--- src/rtl/pdw_pkg.sv ---
package pdw_pkg;
  typedef enum logic [1:0] {
    PDW_RUN    = 2'd0,
    PDW_DOWN   = 2'd1,
    PDW_SETTLE = 2'd2
  } pdw_state_e;
endpackage

--- src/rtl/pdw_line_filter.sv ---
module pdw_line_filter #(
  parameter int unsigned HOLD_MIN = 24
) (
  input  logic clk,
  input  logic rst,
  input  logic watch,
  input  logic level,
  output logic hit
);
  localparam int unsigned HCW = $clog2(HOLD_MIN + 1);
  localparam logic [HCW-1:0] HOLD_V = HCW'(HOLD_MIN);

  logic [HCW-1:0] cnt_q;

  // Counts consecutive sampled-high edges; clears on any gap.
  always_ff @(posedge clk) begin
    if (rst) begin
      cnt_q <= '0;
    end else if (!(watch && level)) begin
      cnt_q <= '0;
    end else if (cnt_q != HOLD_V) begin
      cnt_q <= cnt_q + 1'b1;
    end
  end

  assign hit = watch && level && (cnt_q == HOLD_V);

  a_r4_cnt_sat: assert property (@(posedge clk) disable iff (rst)
    cnt_q <= HOLD_V) else $error("R4 hold counter overran");

  a_r4_hit_needs_hold: assert property (@(posedge clk) disable iff (rst)
    hit |-> $past(watch && level)) else $error("R4 hit without held level");
endmodule

--- src/rtl/pdw_settle_timer.sv ---
module pdw_settle_timer #(
  parameter int unsigned SEL_W        = 3,
  parameter int unsigned BASE_PERIODS = 192
) (
  input  logic             clk,
  input  logic             rst,
  input  logic             start,
  input  logic [SEL_W-1:0] sel,
  output logic             done
);
  localparam int unsigned MAX_LIM = BASE_PERIODS << ((1 << SEL_W) - 1);
  localparam int unsigned CNT_W   = $clog2(MAX_LIM);

  logic [CNT_W-1:0] cnt_q;
  logic             run_q;
  logic [CNT_W:0]   lim;

  assign lim  = (CNT_W + 1)'(BASE_PERIODS) << sel;
  assign done = run_q && ({1'b0, cnt_q} == (lim - 1'b1));

  always_ff @(posedge clk) begin
    if (rst) begin
      cnt_q <= '0;
      run_q <= 1'b0;
    end else if (start) begin
      cnt_q <= '0;
      run_q <= 1'b1;
    end else if (run_q) begin
      if (done) run_q <= 1'b0;
      else      cnt_q <= cnt_q + 1'b1;
    end
  end

  a_r7_cnt_range: assert property (@(posedge clk) disable iff (rst)
    run_q |-> ({1'b0, cnt_q} < lim)) else $error("R7 settle count beyond limit");

  a_r7_start_idle: assert property (@(posedge clk) disable iff (rst)
    start |-> !run_q) else $error("R7 restart while counting");
endmodule

--- src/rtl/pd_wake_ctrl.sv ---
module pd_wake_ctrl #(
  parameter int unsigned NUM_LINES    = 10,
  parameter int unsigned SEL_W        = 3,
  parameter int unsigned BASE_PERIODS = 192,
  parameter int unsigned HOLD_MIN     = 24,
  parameter int unsigned SEL_RST      = 3
) (
  input  logic                 clk,
  input  logic                 rst,
  input  logic                 pd_req,
  input  logic [NUM_LINES-1:0] irq_in,
  input  logic                 glob_en,
  input  logic [NUM_LINES-1:0] line_en,
  input  logic                 sel_wr,
  input  logic [SEL_W-1:0]     sel_in,
  output logic                 osc_en,
  output logic                 core_clk_en,
  output logic                 wake_evt
);
  import pdw_pkg::*;

  localparam logic [SEL_W-1:0] SEL_DEF = SEL_W'(SEL_RST);

  pdw_state_e           state_q;
  logic [NUM_LINES-1:0] armed_q;
  logic [SEL_W-1:0]     sel_reg_q;
  logic [SEL_W-1:0]     sel_act_q;
  logic [NUM_LINES-1:0] hit;
  logic                 asleep;
  logic                 wake_go;
  logic                 settle_done;

  assign asleep  = (state_q == PDW_DOWN);
  assign wake_go = asleep && (|hit);

  for (genvar i = 0; i < NUM_LINES; i++) begin : g_line
    pdw_line_filter #(.HOLD_MIN(HOLD_MIN)) u_filt (
      .clk   (clk),
      .rst   (rst),
      .watch (asleep && armed_q[i]),
      .level (irq_in[i]),
      .hit   (hit[i])
    );
  end

  pdw_settle_timer #(.SEL_W(SEL_W), .BASE_PERIODS(BASE_PERIODS)) u_timer (
    .clk   (clk),
    .rst   (rst),
    .start (wake_go),
    .sel   (sel_act_q),
    .done  (settle_done)
  );

  always_ff @(posedge clk) begin
    if (rst)         sel_reg_q <= SEL_DEF;
    else if (sel_wr) sel_reg_q <= sel_in;
  end

  always_ff @(posedge clk) begin
    if (rst) begin
      state_q     <= PDW_RUN;
      osc_en      <= 1'b1;
      core_clk_en <= 1'b1;
      wake_evt    <= 1'b0;
      armed_q     <= '0;
      sel_act_q   <= SEL_DEF;
    end else begin
      wake_evt <= 1'b0;
      unique case (state_q)
        PDW_RUN: begin
          if (pd_req) begin
            state_q     <= PDW_DOWN;
            osc_en      <= 1'b0;
            core_clk_en <= 1'b0;
            armed_q     <= glob_en ? line_en : '0;
            sel_act_q   <= sel_reg_q;
          end
        end
        PDW_DOWN: begin
          if (wake_go) begin
            state_q  <= PDW_SETTLE;
            osc_en   <= 1'b1;
            wake_evt <= 1'b1;
            armed_q  <= '0;
          end
        end
        PDW_SETTLE: begin
          if (settle_done) begin
            state_q     <= PDW_RUN;
            core_clk_en <= 1'b1;
          end
        end
        default: state_q <= PDW_RUN;
      endcase
    end
  end

  a_r11_evt_single: assert property (@(posedge clk) disable iff (rst)
    wake_evt |=> !wake_evt) else $error("R11 wake event longer than one cycle");

  a_r2_clk_needs_osc: assert property (@(posedge clk) disable iff (rst)
    core_clk_en |-> osc_en) else $error("R2 core clock without oscillator");

  a_r3_evt_gated: assert property (@(posedge clk) disable iff (rst)
    wake_evt |-> (osc_en && !core_clk_en)) else $error("R3 wake event with wrong enables");

  a_r5_wake_armed: assert property (@(posedge clk) disable iff (rst)
    wake_go |-> (|armed_q)) else $error("R5 wake with nothing armed");

  a_r10_settle_osc: assert property (@(posedge clk) disable iff (rst)
    (state_q == PDW_SETTLE) |-> osc_en) else $error("R10 oscillator dropped while settling");
endmodule

--- config.mk ---
export PLATFORM = sky130hd
export DESIGN_NAME = pd_wake_ctrl
export DESIGN_NICKNAME = d
export VERILOG_FILES = /design/src/rtl/pdw_pkg.sv /design/src/rtl/pdw_line_filter.sv /design/src/rtl/pdw_settle_timer.sv /design/src/rtl/pd_wake_ctrl.sv
export SDC_FILE = /design/constraint.sdc
export NUM_CORES = 1
export LEC_CHECK = 0
export BUFFER_PORTS_ARGS = -buffer_cell sky130_fd_sc_hd__buf_2
export CAP_MARGIN = 20
export CORE_AREA = 2 2 96 98
export CTS_BUF_LIST = sky130_fd_sc_hd__clkbuf_8
export CTS_CLUSTER_SIZE = 8
export DETAILED_ROUTE_END_ITERATION = 10
export DIE_AREA = 0 0 98 100
export PLACE_DENSITY = 0.83
export SYNTH_ARGS = -nofsm -noshare
export SYNTH_HDL_FRONTEND = slang
export SYNTH_HIERARCHICAL = 1
export SYNTH_SLANG_ARGS = --single-unit
--- constraint.sdc ---
create_clock -name clk -period 5.3 [get_ports clk]
set_input_delay 0 -clock clk [delete_from_list [all_inputs] [get_ports clk]]
set_output_delay 0 -clock clk [all_outputs]
set_load 0.05 [all_outputs]
==> flow_summary.toml <==
[place]
dp.cells = 629
hpwl_mm = 7.098
gp_congestion = 0.8005
portBuffers = 30

[critical_path]
endpoint_kind = "register"
slowest_stage = "o31ai_4"
critical_path.cell_chain = "nor2b_1, and2_1, and3_2, or4_4, o31ai_4, inv_1, or2_2, or4_1, nand2_1"
crit_path_start_kind = "register"
max_stage_delay_ns = 0.57
worst-path-buf-inv = 1
cpLargestDelayFamily = "simple AND/OR/NAND/NOR gates"
cp_max_fo = 14
crit_arrival_ns = 3.95
critPathRequiredTime_ns = 5.60
worstSetupPathType = "register to register"

[clock_network]
cts_buffer_depth = 2
htreeDepth = 3
insertion_delay_ns = 0.35
numCtsBuffers = 9
cts_sinks = 87
post_cts_buffers = 0
clk_pin_slew_worst_paths_ns = 0.09
cts_tree = "done"
cts_root_buf = "clkbuf_8"

[yosys]
synthCells = 518
synth_top_family_by_area = "simple AND/OR/NAND/NOR gates"
ys_top_cells_by_area = "dfxtp_1 34%, mux2i_1 9.1%, nand4b_1 8.5%"
synth_area_um2 = 5150
synthMuxAreaShare_pct = 9.135
synth-xor-area-share_pct = 2.551
synth_common_cells = "87 x dfxtp_1, 50 x nand4b_1, 47 x mux2i_1"
yosysMostFrequentCell = "dfxtp_1"
ys_ff_latch = 87
yosysSeqAreaShare_pct = 33.82
synth_compound_area_share_pct = 8.795
syn_avg_cell_area_um2 = 9.942
synth_edf_count = 0
async_reset_ff_share_pct = 0
netlist.area_leader.share_pct = 33.82
syn-num-nets = 571
yosysUniqueCellTypes = 56
synth_flop_cell = "dfxtp_1"
yosysTopAreaCell = "dfxtp_1"
yosys_warnings = 6
synth_fa_ha_area_share_pct = 6.074
yosys.area_share.simple_pct = 33.75

[status]
run_status = "finished clean"

[grt]
grt_pass1_vias = 4084
gr-total-overflow = 0
antenna_found_initial = 0
track_usage_pct = 21.80
grt_max_degree = 102
grt_pass1_wl_mm = 18.06

[run]
cap_violations = 0

[timing]
fin_skew_ns = 0.009893
timing.final.hold_violations = 0
rsz0062_at_grt = "false"
period_share_pct = 68.87
relSlewSlack_pct = 38.74
fin_crit_ns = 3.650
timing.fmax_mhz = 274.0
setup_violations = 0
worst_pin_slew_ns = 0.9166
setup-tns-final_ns = 0
slew_violations = 0

[route]
drt_iter0_drc = 185
wl_per_cell_um = 15.83
vias = 4111
route.detailed.drc = 0
drtAntennaViolNets = 0
routed_wl_mm = 10.63
first_pass_iters = 4
avgViaCountPerCell = 6.127

[cells_and_area]
multi_input_area_um2 = 3105
n_fill_cell = 717
drive_above_1_share_pct = 16.43
nNetsFinal = 608
stdcell_count = 671
area.sequential_um2 = 1742
num_antenna_cells = 0
area_growth_pct = 10.91

[die]
dieArea_um2 = 9800
ios = 31
fp.dieH_um = 100
core_um2 = 8890
rows = 35
start_util_pct = 57.93
die_w_um = 98

[power]
ir_worst_vdd_uv = 183.5
p_per_area_nw_per_um2 = 207.6
leakagePower_nw = 2.030

[hold_path]
hold_class = "input pin to register"
-- registers in the layout, summed over array words and instances (netlist names) --
register / cells
wake_evt: 1
u_timer/run_q: 1
u_timer/cnt_q: 15
sel_act_q: 3
osc_en: 1
sel_reg_q: 3
armed_q: 10
g_line.u_filt/cnt_q: 50
core_clk_en: 1
state_q: 2
-- power by group --
part | total (mW) | internal [mW] | leakage [nW] | switching, mW
Sequential | 0.668 | 0.661 | 0.703 | 0.00706
Clock | 0.415 | 0.191 | 0.0977 | 0.224
Combinational | 0.102 | 0.0473 | 1.23 | 0.0549
Total | 1.19 | 0.899 | 2.03 | 0.286
-- through the flow --
step / instance area [um^2] / total power, mW / hold WS [ns] / setup WS [ns] / util (%)
after floorplan: 5150 / 0.7405 / 0.06907 / 2.109 / -
after global placement: 5275 / 0.7639 / 0.2113 / 1.782 / 59.34
after detailed placement: 5275 / 0.7680 / 0.2183 / 1.687 / 59.34
after CTS: 5712 / 1.194 / 0.003297 / 1.671 / 64.25
after global routing: 5712 / 1.230 / 0.02620 / 1.370 / 64.25
final: 5712 / 1.186 / 0.01903 / 1.650 / 64.25
-- layout by cell type, fill, tap and decap left out, types with 11 or more instances in the layout --
| master | netlist | routed |
|---|---|---|
| mux2i_1 | 47 | 47 |
| or4_1 | 12 | 12 |
| xnor2_1 | 11 | 11 |
| nand3_1 | 26 | 26 |
| nand4b_1 | 50 | 50 |
| dlygate4sd3_1 | 0 | 26 |
| nor2_1 | 12 | 12 |
| buf_2 | 23 | 30 |
| nand4bb_1 | 30 | 30 |
| dfxtp_1 | 87 | 87 |
| and2_1 | 11 | 11 |
| ha_1 | 25 | 25 |
| clkbuf_8 | 0 | 11 |
| inv_1 | 33 | 35 |
| a21oi_1 | 13 | 13 |
| nand2_1 | 28 | 28 |
-- worst paths after layout --
kind / depth (start not counted) / to / start / slack, ns
worst max-delay path: 9 / u_timer/cnt_q[7] / state_q[1] / 1.65
worst min-delay path: 3 / state_q[0] / pd_req / 0.02
worst max register to register: 9 / u_timer/cnt_q[7] / state_q[1] / 1.65
worst min register to register: 2 / sel_act_q[0] / sel_reg_q[0] / 0.50
-- worst reg2reg max path: cells and delay by family (launching register included) --
kind / cells / cell delay, ns
flops: 1 / 0.46
compound gates: 1 / 0.57
buf+inv: 1 / 0.14
simple gates: 7 / 2.45
-- cell type report --
class                   instances  area share, %
multi-input cells             366          54.37
inverters                      33          2.169
clock buffers                  11          2.651
clock inverters                 5         0.4381
well taps                     111          2.432
repair buffers                 58          7.448
flip-flops and latches         87          30.49
-- routing by layer --
layer | vias to the layer above | part of all wire [%] | GRT usage, %
met5 | - | 0 | 0
met4 | 0 | 1.5 | 8.333
met3 | 17 | 3.0 | 3.969
met2 | 71 | 51 | 39.25
met1 | 1985 | 45 | 25.87
li1 | 2038 | - | -
-- what timing repair did --
item | 4_1_cts | 5_1_grt
hold endpoints to repair | 23 | 0
resized for setup | 0 | 0
hold buffers | 26 | 0
-- cell families (layout without fill, tap and decap cells) --
kind of cell             Yosys count  count (layout)
flip-flops                        87              87
AND/OR/NAND/NOR                  222             222
AO/OA/AOI/OAI                     57              57
buffers and inverters             65             107
adder cells (fa/ha/maj)           25              25
multiplexers                      47              47
XOR/XNOR                          15              15
No activity file was read; power rests on OpenSTA's default activity.
